===== config.mk =====
export PLATFORM = sky130hd
export DESIGN_NAME = shm_ring_access
export DESIGN_NICKNAME = d
export VERILOG_FILES = /design/src/rtl/shm_ring_pkg.sv /design/src/rtl/shm_ring_desc.sv /design/src/rtl/shm_ring_bus.sv /design/src/rtl/shm_ring_ctrl.sv /design/src/rtl/shm_ring_access.sv
export SDC_FILE = /design/constraint.sdc
export NUM_CORES = 1
export LEC_CHECK = 0
export BUFFER_PORTS_ARGS = -buffer_cell sky130_fd_sc_hd__buf_2
export CORE_MARGIN = 3
export CORE_UTILIZATION = 30
export DETAILED_ROUTE_END_ITERATION = 10
export HOLD_SLACK_MARGIN = 0.02
export REMOVE_ABC_BUFFERS = 1
export SLEW_MARGIN = 20
export SYNTH_ARGS = -nofsm -noshare
export SYNTH_HDL_FRONTEND = slang
export SYNTH_HIERARCHICAL = 1
export SYNTH_SLANG_ARGS = --single-unit

===== constraint.sdc =====
create_clock -name clk_i -period 10.9 [get_ports clk_i]
set_clock_uncertainty 0.05 [all_clocks]
set_input_delay 0 -clock clk_i [delete_from_list [all_inputs] [get_ports clk_i]]
set_output_delay 0 -clock clk_i [all_outputs]
set_load 0.005 [all_outputs]

===== src/rtl/shm_ring_pkg.sv =====
package shm_ring_pkg;
  localparam int unsigned IDX_W = 8;
  typedef logic [IDX_W-1:0] idx_t;

  typedef enum logic [2:0] {
    OP_INIT  = 3'd0,
    OP_EMPTY = 3'd1,
    OP_FULL  = 3'd2,
    OP_GET   = 3'd3,
    OP_PUT   = 3'd4
  } op_e;

  typedef enum logic [1:0] {
    BC_ACQ = 2'd0,
    BC_RD  = 2'd1,
    BC_WR  = 2'd2,
    BC_REL = 2'd3
  } bcmd_e;
endpackage


===== src/rtl/shm_ring_desc.sv =====
module shm_ring_desc
  import shm_ring_pkg::*;
#(
  parameter int NUM_CH = 4,
  parameter int AW     = 16,
  parameter int CW     = 2
) (
  input  logic          clk_i,
  input  logic          rst_ni,
  input  logic [CW-1:0] sel_i,
  input  logic          base_we_i,
  input  logic [AW-1:0] base_i,
  input  logic          mask_we_i,
  input  logic          in_we_i,
  input  logic          out_we_i,
  input  idx_t          idx_i,
  output logic [AW-1:0] base_o,
  output idx_t          mask_o,
  output idx_t          in_o,
  output idx_t          out_o
);
  logic [AW-1:0] base_q [NUM_CH];
  idx_t          mask_q [NUM_CH];
  idx_t          in_q   [NUM_CH];
  idx_t          out_q  [NUM_CH];

  for (genvar g = 0; g < NUM_CH; g++) begin : g_ch
    logic hit;
    assign hit = (int'(sel_i) == g);
    always_ff @(posedge clk_i or negedge rst_ni) begin
      if (!rst_ni) begin
        base_q[g] <= '0;
        mask_q[g] <= '0;
        in_q[g]   <= '0;
        out_q[g]  <= '0;
      end else if (hit) begin
        if (base_we_i) base_q[g] <= base_i;
        if (mask_we_i) mask_q[g] <= idx_i;
        if (in_we_i)   in_q[g]   <= idx_i;
        if (out_we_i)  out_q[g]  <= idx_i;
      end
    end
  end

  // out-of-range select reads as an unconfigured channel
  always_comb begin
    base_o = '0;
    mask_o = '0;
    in_o   = '0;
    out_o  = '0;
    for (int i = 0; i < NUM_CH; i++) begin
      if (int'(sel_i) == i) begin
        base_o = base_q[i];
        mask_o = mask_q[i];
        in_o   = in_q[i];
        out_o  = out_q[i];
      end
    end
  end
endmodule


===== src/rtl/shm_ring_bus.sv =====
module shm_ring_bus
  import shm_ring_pkg::*;
#(
  parameter int AW = 16
) (
  input  logic          clk_i,
  input  logic          rst_ni,
  input  logic          cmd_valid_i,
  input  bcmd_e         cmd_i,
  input  logic [AW-1:0] addr_i,
  input  idx_t          wdata_i,
  output logic          cmd_done_o,
  output idx_t          rdata_o,
  output logic          bus_req_o,
  input  logic          bus_gnt_i,
  output logic          mem_valid_o,
  output logic          mem_we_o,
  output logic [AW-1:0] mem_addr_o,
  output idx_t          mem_wdata_o,
  input  logic          mem_ready_i,
  input  idx_t          mem_rdata_i
);
  typedef enum logic [1:0] {BP_IDLE, BP_ACQ, BP_ACC, BP_REL} bp_e;
  bp_e st_q;

  always_ff @(posedge clk_i or negedge rst_ni) begin
    if (!rst_ni) begin
      st_q        <= BP_IDLE;
      bus_req_o   <= 1'b0;
      mem_we_o    <= 1'b0;
      mem_addr_o  <= '0;
      mem_wdata_o <= '0;
    end else begin
      case (st_q)
        BP_IDLE: if (cmd_valid_i) begin
          case (cmd_i)
            BC_ACQ: begin bus_req_o <= 1'b1; st_q <= BP_ACQ; end
            BC_RD: begin
              mem_we_o   <= 1'b0;
              mem_addr_o <= addr_i;
              st_q       <= BP_ACC;
            end
            BC_WR: begin
              mem_we_o    <= 1'b1;
              mem_addr_o  <= addr_i;
              mem_wdata_o <= wdata_i;
              st_q        <= BP_ACC;
            end
            default: begin bus_req_o <= 1'b0; st_q <= BP_REL; end
          endcase
        end
        BP_ACQ: if (bus_gnt_i) st_q <= BP_IDLE;
        BP_ACC: if (mem_ready_i) st_q <= BP_IDLE;
        default: if (!bus_gnt_i) st_q <= BP_IDLE;
      endcase
    end
  end

  assign mem_valid_o = (st_q == BP_ACC);
  assign rdata_o     = mem_rdata_i;
  assign cmd_done_o  = ((st_q == BP_ACQ) && bus_gnt_i)
                    || ((st_q == BP_ACC) && mem_ready_i)
                    || ((st_q == BP_REL) && !bus_gnt_i);
endmodule


===== src/rtl/shm_ring_ctrl.sv =====
module shm_ring_ctrl
  import shm_ring_pkg::*;
#(
  parameter int NUM_CH = 4,
  parameter int AW     = 16,
  parameter int CW     = 2
) (
  input  logic          clk_i,
  input  logic          rst_ni,
  input  logic          op_valid_i,
  input  logic [2:0]    op_code_i,
  input  logic [CW-1:0] op_chan_i,
  input  logic [AW-1:0] op_addr_i,
  input  idx_t          op_wdata_i,
  output logic          op_ready_o,
  output logic          done_o,
  output logic          flag_o,
  output idx_t          rdata_o,
  output logic [CW-1:0] d_sel_o,
  output logic          d_base_we_o,
  output logic [AW-1:0] d_base_o,
  output logic          d_mask_we_o,
  output logic          d_in_we_o,
  output logic          d_out_we_o,
  output idx_t          d_idx_o,
  input  logic [AW-1:0] d_base_i,
  input  idx_t          d_mask_i,
  input  idx_t          d_in_i,
  input  idx_t          d_out_i,
  output logic          cmd_valid_o,
  output bcmd_e         cmd_o,
  output logic [AW-1:0] cmd_addr_o,
  output idx_t          cmd_wdata_o,
  input  logic          cmd_done_i,
  input  idx_t          cmd_rdata_i
);
  typedef enum logic [2:0] {S_IDLE, S_ACQ, S_ACC, S_REL, S_DONE} st_e;
  st_e st_q;

  logic [2:0]    op_q;
  logic [CW-1:0] chan_q;
  idx_t          wdata_q;
  logic          xfer_q;
  logic [1:0]    step_q;
  logic          hit_q;
  logic          flag_q;
  idx_t          rdata_q;

  logic [AW-1:0] base_m1, base_m2, base_m3;
  idx_t          next_in, next_out;
  bcmd_e         acc_cmd;
  logic [AW-1:0] acc_addr;
  idx_t          acc_wdata;
  logic          acc_last;
  logic          hit_now;
  logic          chan_ok;
  logic          acc_fire;

  assign base_m1  = d_base_i - AW'(1);
  assign base_m2  = d_base_i - AW'(2);
  assign base_m3  = d_base_i - AW'(3);
  assign next_in  = (d_in_i + 8'd1) & d_mask_i;
  assign next_out = (d_out_i + 8'd1) & d_mask_i;
  assign chan_ok  = (int'(op_chan_i) < NUM_CH);
  assign acc_fire = (st_q == S_ACC) && cmd_done_i;

  always_comb begin
    acc_cmd   = BC_RD;
    acc_addr  = base_m2;
    acc_wdata = '0;
    acc_last  = 1'b1;
    case (op_q)
      OP_INIT: begin
        acc_addr = base_m3 + AW'(step_q);
        acc_last = (step_q == 2'd2);
      end
      OP_EMPTY: acc_addr = base_m2;
      OP_FULL:  acc_addr = base_m1;
      OP_GET: begin
        if (!xfer_q) acc_addr = base_m2;
        else if (step_q == 2'd0) begin
          acc_addr = d_base_i + AW'(d_out_i);
          acc_last = 1'b0;
        end else begin
          acc_cmd   = BC_WR;
          acc_addr  = base_m1;
          acc_wdata = d_out_i;
        end
      end
      OP_PUT: begin
        if (!xfer_q) acc_addr = base_m1;
        else if (step_q == 2'd0) begin
          acc_cmd   = BC_WR;
          acc_addr  = d_base_i + AW'(d_in_i);
          acc_wdata = wdata_q;
          acc_last  = 1'b0;
        end else begin
          acc_cmd   = BC_WR;
          acc_addr  = base_m2;
          acc_wdata = d_in_i;
        end
      end
      default: ;
    endcase
  end

  // empty-style check compares remote input index; full-style the remote output index
  assign hit_now = ((op_q == OP_EMPTY) || (op_q == OP_GET))
                 ? (cmd_rdata_i == d_out_i)
                 : (next_in == cmd_rdata_i);

  assign cmd_valid_o = (st_q == S_ACQ) || (st_q == S_ACC) || (st_q == S_REL);
  assign cmd_o       = (st_q == S_ACQ) ? BC_ACQ : (st_q == S_REL) ? BC_REL : acc_cmd;
  assign cmd_addr_o  = acc_addr;
  assign cmd_wdata_o = acc_wdata;

  assign d_sel_o     = (st_q == S_IDLE) ? op_chan_i : chan_q;
  assign d_base_we_o = (st_q == S_IDLE) && op_valid_i && (op_code_i == OP_INIT) && chan_ok;
  assign d_base_o    = op_addr_i;
  assign d_mask_we_o = acc_fire && (op_q == OP_INIT) && (step_q == 2'd0);
  assign d_in_we_o   = acc_fire && (((op_q == OP_INIT) && (step_q == 2'd1))
                    || ((op_q == OP_PUT) && xfer_q && (step_q == 2'd0)));
  assign d_out_we_o  = acc_fire && (((op_q == OP_INIT) && (step_q == 2'd2))
                    || ((op_q == OP_GET) && xfer_q && (step_q == 2'd0)));
  assign d_idx_o     = (op_q == OP_INIT) ? cmd_rdata_i
                     : (op_q == OP_PUT) ? next_in : next_out;

  always_ff @(posedge clk_i or negedge rst_ni) begin
    if (!rst_ni) begin
      st_q    <= S_IDLE;
      op_q    <= '0;
      chan_q  <= '0;
      wdata_q <= '0;
      xfer_q  <= 1'b0;
      step_q  <= '0;
      hit_q   <= 1'b0;
      flag_q  <= 1'b0;
      rdata_q <= '0;
    end else begin
      case (st_q)
        S_IDLE: if (op_valid_i) begin
          op_q    <= op_code_i;
          chan_q  <= op_chan_i;
          wdata_q <= op_wdata_i;
          xfer_q  <= 1'b0;
          step_q  <= '0;
          if (op_code_i == OP_INIT) begin
            flag_q <= 1'b0;
            st_q   <= (chan_ok && (op_addr_i != '0)) ? S_ACQ : S_DONE;
          end else if ((op_code_i > OP_PUT) || (d_base_i == '0)) begin
            flag_q <= 1'b1;
            st_q   <= S_DONE;
          end else begin
            st_q <= S_ACQ;
          end
        end
        S_ACQ: if (cmd_done_i) st_q <= S_ACC;
        S_ACC: if (cmd_done_i) begin
          if (!xfer_q && (op_q != OP_INIT)) hit_q <= hit_now;
          if ((op_q == OP_GET) && xfer_q && (step_q == 2'd0)) rdata_q <= cmd_rdata_i;
          if (acc_last) st_q <= S_REL;
          else step_q <= step_q + 2'd1;
        end
        S_REL: if (cmd_done_i) begin
          step_q <= '0;
          case (op_q)
            OP_EMPTY, OP_FULL: begin flag_q <= hit_q; st_q <= S_DONE; end
            OP_GET, OP_PUT: begin
              if (xfer_q) begin
                flag_q <= 1'b0;
                st_q   <= S_DONE;
              end else begin
                // blocked: poll again under a new grant
                if (!hit_q) xfer_q <= 1'b1;
                st_q <= S_ACQ;
              end
            end
            default: begin flag_q <= 1'b0; st_q <= S_DONE; end
          endcase
        end
        default: st_q <= S_IDLE;
      endcase
    end
  end

  assign op_ready_o = (st_q == S_IDLE);
  assign done_o     = (st_q == S_DONE);
  assign flag_o     = flag_q;
  assign rdata_o    = rdata_q;
endmodule


===== src/rtl/shm_ring_access.sv =====
module shm_ring_access
  import shm_ring_pkg::*;
#(
  parameter int NUM_CH = 4,
  parameter int AW     = 16,
  localparam int CW    = (NUM_CH > 1) ? $clog2(NUM_CH) : 1
) (
  input  logic          clk_i,
  input  logic          rst_ni,
  input  logic          op_valid_i,
  input  logic [2:0]    op_code_i,
  input  logic [CW-1:0] op_chan_i,
  input  logic [AW-1:0] op_addr_i,
  input  logic [7:0]    op_wdata_i,
  output logic          op_ready_o,
  output logic          done_o,
  output logic          flag_o,
  output logic [7:0]    rdata_o,
  output logic          bus_req_o,
  input  logic          bus_gnt_i,
  output logic          mem_valid_o,
  output logic          mem_we_o,
  output logic [AW-1:0] mem_addr_o,
  output logic [7:0]    mem_wdata_o,
  input  logic          mem_ready_i,
  input  logic [7:0]    mem_rdata_i
);
  logic [CW-1:0] d_sel;
  logic          d_base_we, d_mask_we, d_in_we, d_out_we;
  logic [AW-1:0] d_base_w, d_base_r;
  idx_t          d_idx, d_mask, d_in, d_out;
  logic          cmd_valid, cmd_done;
  bcmd_e         cmd;
  logic [AW-1:0] cmd_addr;
  idx_t          cmd_wdata, cmd_rdata;

  shm_ring_desc #(.NUM_CH(NUM_CH), .AW(AW), .CW(CW)) u_desc (
    .clk_i, .rst_ni,
    .sel_i(d_sel), .base_we_i(d_base_we), .base_i(d_base_w),
    .mask_we_i(d_mask_we), .in_we_i(d_in_we), .out_we_i(d_out_we), .idx_i(d_idx),
    .base_o(d_base_r), .mask_o(d_mask), .in_o(d_in), .out_o(d_out)
  );

  shm_ring_ctrl #(.NUM_CH(NUM_CH), .AW(AW), .CW(CW)) u_ctrl (
    .clk_i, .rst_ni,
    .op_valid_i, .op_code_i, .op_chan_i, .op_addr_i, .op_wdata_i,
    .op_ready_o, .done_o, .flag_o, .rdata_o,
    .d_sel_o(d_sel), .d_base_we_o(d_base_we), .d_base_o(d_base_w),
    .d_mask_we_o(d_mask_we), .d_in_we_o(d_in_we), .d_out_we_o(d_out_we), .d_idx_o(d_idx),
    .d_base_i(d_base_r), .d_mask_i(d_mask), .d_in_i(d_in), .d_out_i(d_out),
    .cmd_valid_o(cmd_valid), .cmd_o(cmd), .cmd_addr_o(cmd_addr), .cmd_wdata_o(cmd_wdata),
    .cmd_done_i(cmd_done), .cmd_rdata_i(cmd_rdata)
  );

  shm_ring_bus #(.AW(AW)) u_bus (
    .clk_i, .rst_ni,
    .cmd_valid_i(cmd_valid), .cmd_i(cmd), .addr_i(cmd_addr), .wdata_i(cmd_wdata),
    .cmd_done_o(cmd_done), .rdata_o(cmd_rdata),
    .bus_req_o, .bus_gnt_i,
    .mem_valid_o, .mem_we_o, .mem_addr_o, .mem_wdata_o,
    .mem_ready_i, .mem_rdata_i
  );
endmodule


==> flow_metrics.tcl, run 1 <==
set metrics [dict create \
    status "complete, no violations" \
    antenna_cells 0 \
    ys_seq_area_share_pct 40.0 \
    crit_type "register to register" \
    layout-drive-gt1-share_pct 31.8 \
    ys_async_sr_fraction_pct 100 \
    overflow 0 \
    vias_per_cell 5.31 \
    fin_nets 1352 \
    start_util_pct 30.6 \
    met3_usage_pct 3.21 \
    vias 10000 \
    met1_usage_pct 22.0 \
    grt.total_usage_pct 16.3 \
    syn_area_per_cell_um2 11.2 \
    dieHeight_um 219 \
    relSlewSlack_pct 30.6 \
    worst_path_largest_cell_delay_ns 0.91 \
    min_path_cells 4 \
    rsz0062_at_grt "false" \
    clk_latency_ns 0.57 \
    crit_fanout 30 \
    post_drt_wl_per_cell_um 20.6 \
    synth_mux_area_share_pct 23.8 \
    yosysUniqueCellTypes 86 \
    finalWeightedCongestion 0.929 \
    antenna_found_initial 0 \
    ios 80 \
    port_buffers 79 \
    cts-root-buf "clkbuf_16" \
    drv_cap 0 \
    ff2ff_path_depth 13 \
    worst-r2r-setup-slack_ns 4.99 \
    post_cts_buffers 0 \
    ant_nets 0 \
    core_um2 44400 \
    crit_required_ns 11.29 \
    cp_slowest_cell "mux2_2" \
    seqCellArea_um2 5430 \
    path_clk_slew_ns 0.06 \
    area_delta_synth_final_pct 14.8 \
    synth_compound_area_share_pct 11.0 \
    finalPower_mw 4.68 \
    grt_max_degree 79 \
    start_kind "register" \
    synth_xor_area_share_pct 4.18 \
    tightestPinTransition_ns 1.03 \
    fmax_mhz 169 \
    place_hpwl_um 27200 \
    grt_pass1_vias 10300 \
    hp-class "input pin to register" \
    busiest_layer "met2" \
    setup-tns-final_ns 0 \
    ys_seq_elements 217 \
    dieArea_um2 47800 \
    drt_iter0_markers 879 \
    synthCells 1211 \
    slew_viol_final 0 \
    final_common_cell "dfrtp_1" \
    grt_pass1_wl_um 60900 \
    endpoint_kind "register" \
    cts_tree "built" \
    fp-row-count 77 \
    powerDensity_nw_per_um2 300 \
    cts_max_level 1 \
    power_leakage_nw 7.17 \
    drc 0 \
    synth_top_family_by_area "multiplexers" \
    synth_area_um2 13600 \
    ys_warn_count 6 \
    final_cell_mix "dfrtp_1 (217), mux2_2 (186), nand2_1 (123), buf_2 (78), a21oi_1 (55)" \
    nFillCells 4339 \
    fin_crit_ns 5.91 \
    path_cells "nor3_1 > mux2_2 > buf_4 > mux4_2 > inv_1 > fa_1 > nor3b_1 > nand3_1 > xnor2_1 > a221o_1 > a211oi_1 > o21ai_1 > mux2_4" \
    firstDrtPassIters 5 \
    synth-simple-area-share_pct 12.9 \
    fin_crit_sh_pct 54.2 \
    drt-total-wl_um 39000 \
    synth_fa_ha_area_share_pct 3.11 \
    hold_viol_final 0 \
    cts.sinks 217 \
    cts_buffer_depth 3 \
    synth-edff-count 0 \
    die_w_um 219 \
    multi_input_area_um2 7470 \
    numCtsBuffers 26 \
    irDropWorstVdd_uv 143 \
    cp.arrival_ns 6.30 \
    finalSetupViolCount 0 \
    synthFlopType "dfrtp_1" \
    gr-usage-met2_pct 25.9 \
]
## layout make-up
class	count	area share (%)
timing repair buffer	134	6.07
tap	592	4.75
inverter	21	0.506
clock buffer	32	4.64
clock inverter	15	1.32
sequential	217	34.8
multi-input combinational	878	47.9
## metrics by stage
stage / worst slack [ns] / area (um2) / hold WS, ns / utilization [%] / cells
after floorplan: 5.55 / 13000 / -0.346 / - / 1116
after global placement: 5.15 / 14200 / -0.0598 / 32.0 / 1798
after detailed placement: 5.04 / 14200 / -0.0565 / 32.0 / 1798
after CTS: 5.02 / 15600 / 0.0886 / 35.1 / 1889
after global routing: 4.58 / 15600 / 0.124 / 35.1 / 1889
final: 4.99 / 15600 / 0.115 / 35.1 / 1889
## per-layer routing
layer  up-vias  share of wire, %  wire, um
met5         -                 0         0
met4         0               3.8      1500
met3        84               7.5      2920
met2       378                46     18000
met1      4999                42     16500
li1       4570                 -         -
## cells by family (layout without fill, tap and decap cells)
family                     Yosys count  count (layout)
AOI/OAI and AO/OA                  222             222
xor gates and xnor gates            64              64
muxes                              244             244
DFF                                217             217
adders and majority gates           32              32
and+or+nand+nor                    316             316
buffers and inverters              116             202
## power breakdown
group | total (mW) | internal, mW | switching, mW
registers | 1.15 | 0.994 | 0.154
logic | 2.61 | 1.05 | 1.55
clock network | 0.921 | 0.549 | 0.372
## critical path: cells and delay by family, from the launching register on
family	cells	cell delay, ns
adders and majority gates	1	0.32
xor gates and xnor gates	1	0.17
and+or+nand+nor	3	1.50
DFF	1	0.54
buffers and inverters	2	0.89
muxes	3	1.67
AOI/OAI and AO/OA	3	0.63
## cell usage after synthesis (9+ instances only)
cell type | instances | share of area, %
dfrtp_1 | 217 | 40
mux2_2 | 187 | 16
nand2_1 | 123 | 3.4
a21oi_1 | 55 | 2.0
nor2_1 | 53 | 1.5
mux4_2 | 40 | 6.6
buf_4 | 39 | 2.2
o21ai_0 | 35 | 1.3
xor2_1 | 35 | 2.3
ha_1 | 29 | 2.7
xnor2_1 | 28 | 1.8
clkbuf_1 | 27 | 0.75
nand3_1 | 25 | 0.92
inv_1 | 20 | 0.55
buf_2 | 17 | 0.63
a22oi_1 | 15 | 0.83
a21o_1 | 13 | 0.72
nand2b_1 | 13 | 0.60
and3_1 | 12 | 0.55
o22ai_1 | 12 | 0.55
a211oi_1 | 10 | 0.55
a31oi_1 | 10 | 0.46
mux2_4 | 10 | 1.1
nor3_1 | 10 | 0.37
a22o_1 | 9 | 0.58
nor2b_1 | 9 | 0.41
## state kept, by name, summed over array words and instances, names as in the netlist, 8 cells and up
register and cells:
u_desc/out_q 32, u_desc/base_q 64, u_ctrl/wdata_q 8, u_bus/mem_wdata_o 8, u_desc/mask_q 32, u_ctrl/rdata_o 8
u_desc/in_q 32, u_bus/mem_addr_o 16
## worst paths after layout
path                                               start                                to
max                           u_ctrl/st_q[1]$_DFFE_PN0P_  u_bus/mem_addr_o[10]$_DFFE_PN0P_
min in group asynchronous                         rst_ni     u_ctrl/rdata_o[3]$_DFFE_PN0P_
min reg2reg                u_ctrl/wdata_q[2]$_DFFE_PN0P_     u_ctrl/wdata_q[2]$_DFFE_PN0P_
max in group asynchronous                         rst_ni     u_desc/base_q[31]$_DFFE_PN0P_
max reg2reg                   u_ctrl/st_q[1]$_DFFE_PN0P_  u_bus/mem_addr_o[10]$_DFFE_PN0P_
min                                        op_wdata_i[2]     u_ctrl/wdata_q[2]$_DFFE_PN0P_
## what timing repair did
action	CTS	global route
gates resized for setup	0	0
hold endpoints to repair	160	0
setup endpoints to repair	0	0
hold buffers	44	0
Note: power is estimated with default switching activity, not from simulation.
==> run 2: changes to the inputs <==
clock period = 5.7 ns   (was 10.9 ns; I/O delays follow)
==> flow_metrics.tcl, run 2 (same netlist as run 1, synthesis figures left out) <==
set metrics [dict create \
    port_buffers 79 \
    final_cells 1897 \
    post_drt_wl_per_cell_um 20.2 \
    postCtsResizedCells 0 \
    crit_type "register to register" \
    fin_crit_ns 5.16 \
    power_switching_mw 3.97 \
    drt_iter0_markers 773 \
    firstDrtPassIters 5 \
    slew_viol_final 0 \
    finalSetupViolCount 0 \
    vias_per_cell 5.32 \
    die_w_um 219 \
    ios 80 \
    drv_cap 0 \
    cts-root-buf "clkbuf_16" \
    grt_pass1_vias 10200 \
    placed_cells 1808 \
    dieHeight_um 219 \
    layout-drive-gt1-share_pct 32.0 \
    cts_tree "built" \
    fmax_mhz 194 \
    core_um2 44400 \
    vias 10100 \
    crit_required_ns 6.09 \
    drt-total-wl_um 38400 \
    fp-row-count 77 \
    cts_max_level 1 \
    final_cell_area_um2 15600 \
    rsz0062_at_grt "false" \
    grt.total_usage_pct 15.8 \
    area_delta_synth_final_pct 15.2 \
    crit_fanout 24 \
    antenna_found_initial 0 \
    place_hpwl_um 27400 \
    intPower_mw 5.09 \
    cts_buffer_depth 3 \
    cts.sinks 217 \
    start_util_pct 30.6 \
    final_cell_mix "dfrtp_1 (217), mux2_2 (186), nand2_1 (123), buf_2 (78), a21oi_1 (55)" \
    p_clk_share_pct 20.0 \
    fin_nets 1359 \
    relSlewSlack_pct 33.3 \
    clk_latency_ns 0.56 \
    powerDensity_nw_per_um2 579 \
    largest-register "u_desc/base_q" \
    hp-class "input pin to asynchronous set/reset pin" \
    ant_nets 0 \
    power.share.combinational_pct 56.0 \
    largest_reg_flops 64 \
    switching_share_pct 43.8 \
    hold_viol_final 0 \
    status "complete, no violations" \
    dieArea_um2 47800 \
    drc 0 \
    setup-tns-final_ns 0 \
    start_kind "register" \
    antenna_cells 0 \
    power_leakage_nw 7.22 \
    place_area_um2 14300 \
    overflow 0 \
    grt_pass1_wl_um 59500 \
    endpoint_kind "register" \
    finalWeightedCongestion 0.924 \
    grt_max_degree 129 \
    fin_crit_sh_pct 90.6 \
    cp.arrival_ns 5.55 \
    irDropWorstVdd_uv 256 \
    numCtsBuffers 26 \
    path_clk_slew_ns 0.06 \
    final_common_cell "dfrtp_1" \
    seq_power_share_pct 24.0 \
    tightestPinTransition_ns 1.00 \
]
## run 2: metrics by stage
| stage | utilization, % | power [mW] | setup slack, ns | hold WS (ns) |
|---|---|---|---|---|
| after CTS | 35.2 | 9.06 | 0.566 | 0.105 |
| after floorplan | - | 5.74 | 0.352 | -0.346 |
| after detailed placement | 32.2 | 7.17 | 0.602 | 0.107 |
| final | 35.2 | 9.06 | 0.536 | 0.0681 |
| after global placement | 32.2 | 7.13 | 0.676 | 0.104 |
| after global routing | 35.2 | 9.63 | 0.188 | 0.139 |
## run 2: area by class of cell
class	count	area [um2]
fill	4371	28800
multi-input combinational	878	7470
sequential	217	5430
timing repair buffer	141	986
tap	592	741
clock buffer	35	724
clock inverter	13	218
inverter	21	78.8
## run 2: what timing repair did
item                      CTS  global route
hold buffers               41             0
buffers inserted            0             0
hold endpoints to repair  219             0
## run 2: path summary, 6_finish.rpt
check | from | slack (ns) | depth (start not counted) | endpoint
worst max-delay path | u_ctrl/st_q[1]$_DFFE_PN0P_ | 0.54 | 13 | u_bus/mem_addr_o[14]$_DFFE_PN0P_
worst min-delay path | rst_ni | 0.07 | 2 | u_desc/mask_q[16]$_DFFE_PN0P_
worst max register to register | u_ctrl/st_q[1]$_DFFE_PN0P_ | 0.54 | 13 | u_bus/mem_addr_o[14]$_DFFE_PN0P_
worst min register to register | u_ctrl/wdata_q[0]$_DFFE_PN0P_ | 0.43 | 2 | u_ctrl/wdata_q[0]$_DFFE_PN0P_
max in group asynchronous | rst_ni | 4.13 | 3 | u_bus/mem_addr_o[3]$_DFFE_PN0P_
min in group clk_i | op_wdata_i[0] | 0.12 | 4 | u_ctrl/wdata_q[0]$_DFFE_PN0P_
## run 2: worst max-delay path, cell delays in order, from the launching register on
cell and delay (ns):
dfrtp_1 0.54, nor3_1 0.62, mux2_2 0.75, mux4_2 0.51, inv_1 0.24, fa_1 0.50, nor2b_1 0.17, o31ai_1 0.11
a31oi_1 0.55, nand3_1 0.18, xnor2_1 0.16, a211oi_1 0.25, a22oi_1 0.12, mux2_2 0.27
## run 2: power groups by stage
stage	logic [mW]	registers, mW	clock network [mW]
floorplan	3.61	2.13	0
global placement	4.95	2.18	0
detailed placement	4.97	2.20	0
CTS	5.02	2.17	1.87
global route	5.49	2.22	1.93
finish	5.08	2.17	1.81
## run 2: layer usage
layer  track usage, %  vias to the layer above  part of all wire, %
li1                 -                     4604                    -
met1             21.4                     5075                   44
met2             25.6                      324                   46
met3             3.18                       85                  6.4
met4             5.14                        0                  3.7
met5                0                        -                    0
==> run 3: changes to the inputs <==
CORE_MARGIN = 10   (was 3)
==> flow_metrics.tcl, run 3 (same netlist as run 1, synthesis figures left out) <==
set metrics [dict create \
    status "complete, no violations" \
    ant_nets 0 \
    crit_fanout 17 \
    drv_cap 0 \
    crit_required_ns 6.08 \
    grt_pass1_vias 10500 \
    core_um2 44500 \
    dieArea_um2 54200 \
    start_kind "register" \
    numCtsBuffers 26 \
    overflow 0 \
    endpoint_kind "register" \
    power_leakage_nw 7.20 \
    final_common_cell "dfrtp_1" \
    hold_viol_final 0 \
    finalSetupViolCount 0 \
    cp_slowest_cell "mux2_2" \
    pre_cts_ws_ns 0.560 \
    final_cell_mix "dfrtp_1 (217), mux2_2 (186), nand2_1 (123), buf_2 (78), a21oi_1 (55)" \
    route.met2.wl_um 18700 \
    wl_met3_um 2480 \
    crit_type "register to register" \
    worst-r2r-setup-slack_ns 0.47 \
    finalPower_mw 8.99 \
    fin_nets 1359 \
    drc 0 \
    fin_crit_sh_pct 91.8 \
    start_util_pct 30.5 \
    antenna_cells 0 \
    cts-root-buf "clkbuf_16" \
    fmax_mhz 191 \
    path_cells "nor3_1 > mux2_2 > buf_4 > mux4_2 > ha_1 > inv_1 > fa_1 > nor2b_1 > o31ai_1 > a31oi_1 > nand3_1 > xnor2_1 > a211oi_1 > a22oi_1 > mux2_2" \
    cts.sinks 217 \
    wl_met1_um 17100 \
    die_w_um 233 \
    post_cts_buffers 0 \
    slew_viol_final 0 \
    place_hpwl_um 28300 \
    irDropWorstVdd_uv 296 \
    largest_reg_flops 64 \
    finalWeightedCongestion 0.968 \
    grt_pass1_wl_um 62300 \
    startpoint "u_ctrl/st_q[1]$_DFFE_PN0P_" \
    relSlewSlack_pct 32.4 \
    nFillCells 4440 \
    layout-drive-gt1-share_pct 32.2 \
    firstDrtPassIters 6 \
    fin_crit_ns 5.23 \
    path_clk_slew_ns 0.06 \
    grt_max_degree 117 \
    dr.max_layer_used "met4" \
    rsz0062_at_grt "false" \
    cp.arrival_ns 5.61 \
    tightestPinTransition_ns 1.01 \
    crit_path_frequent_cell "mux2_2" \
    dieHeight_um 233 \
    area_delta_synth_final_pct 15.0 \
    r2r_start "u_ctrl/st_q[1]$_DFFE_PN0P_" \
    vias_per_cell 5.36 \
    vias 10200 \
    setup_ws_ns 0.468 \
    cts_tree "built" \
    ff2ff_path_depth 15 \
    endpoint "u_bus/mem_addr_o[14]$_DFFE_PN0P_" \
    fp-row-count 77 \
    cts_max_level 1 \
    clk_latency_ns 0.55 \
    ios 80 \
    largest-register "u_desc/base_q" \
    drt-total-wl_um 39600 \
    grt.total_usage_pct 14.5 \
    hp-class "input pin to asynchronous set/reset pin" \
    post_drt_wl_per_cell_um 20.9 \
    drt_iter0_markers 901 \
    worst_path_largest_cell_delay_ns 0.68 \
    cts_buffer_depth 3 \
    setup-tns-final_ns 0 \
    powerDensity_nw_per_um2 576 \
    port_buffers 79 \
    antenna_found_initial 0 \
    r2r-end "u_bus/mem_addr_o[14]$_DFFE_PN0P_" \
]
-- run 3: area by class of cell --
class,count,area (um2),share of cell area [%]
inverters,21,78.8,0.505
well taps,592,741,4.74
flip-flops and latches,217,5430,34.8
clock inverters,12,131,0.841
multi-input cells,878,7470,47.8
clock buffers,36,769,4.93
repair buffers,141,998,6.39
-- run 3: stage by stage --
step	utilization, %	cells	cell area, um2	hold slack (ns)
floorplan	-	1116	13000	-0.346
global placement	32.1	1808	14300	0.0935
detailed placement	32.1	1808	14300	0.103
CTS	35.1	1897	15600	0.110
global route	35.1	1897	15600	0.141
finish	35.1	1897	15600	0.0616
-- run 3: worst min path at each step --
stage	endpoint	startpoint	slack (ns)
floorplan	u_bus/bus_req_o$_DFFE_PN0P_	rst_ni	-0.35
global placement	u_ctrl/rdata_o[4]$_DFFE_PN0P_	rst_ni	0.09
detailed placement	u_ctrl/rdata_o[4]$_DFFE_PN0P_	rst_ni	0.10
CTS	u_ctrl/rdata_o[5]$_DFFE_PN0P_	rst_ni	0.11
global route	u_ctrl/rdata_o[5]$_DFFE_PN0P_	rst_ni	0.14
finish	u_ctrl/rdata_o[4]$_DFFE_PN0P_	rst_ni	0.06
-- run 3: per-layer routing --
layer	track usage (%)	vias to the layer above
li1	-	4603
met1	18.9	5127
met2	23.8	349
met3	2.76	87
met4	4.81	0
met5	0	-
-- run 3: critical path, delay by kind of cell (launching register included) --
| family | cells | cell delay (ns) |
|---|---|---|
| AOI/OAI and AO/OA | 4 | 1.06 |
| xor gates and xnor gates | 1 | 0.16 |
| adders and majority gates | 2 | 0.60 |
| buffers and inverters | 2 | 0.39 |
| DFF | 1 | 0.54 |
| muxes | 3 | 1.30 |
| and+or+nand+nor | 3 | 1.00 |
-- run 3: where the power goes --
group          internal (mW)  switching [mW]
Clock                   1.04           0.684
Combinational           2.07            3.02
Sequential              1.90           0.289
-- run 3: repair_timing --
| action | CTS | global route |
|---|---|---|
| hold endpoints to repair | 208 | 0 |
| hold buffers | 41 | 0 |
| resized for setup | 0 | 0 |
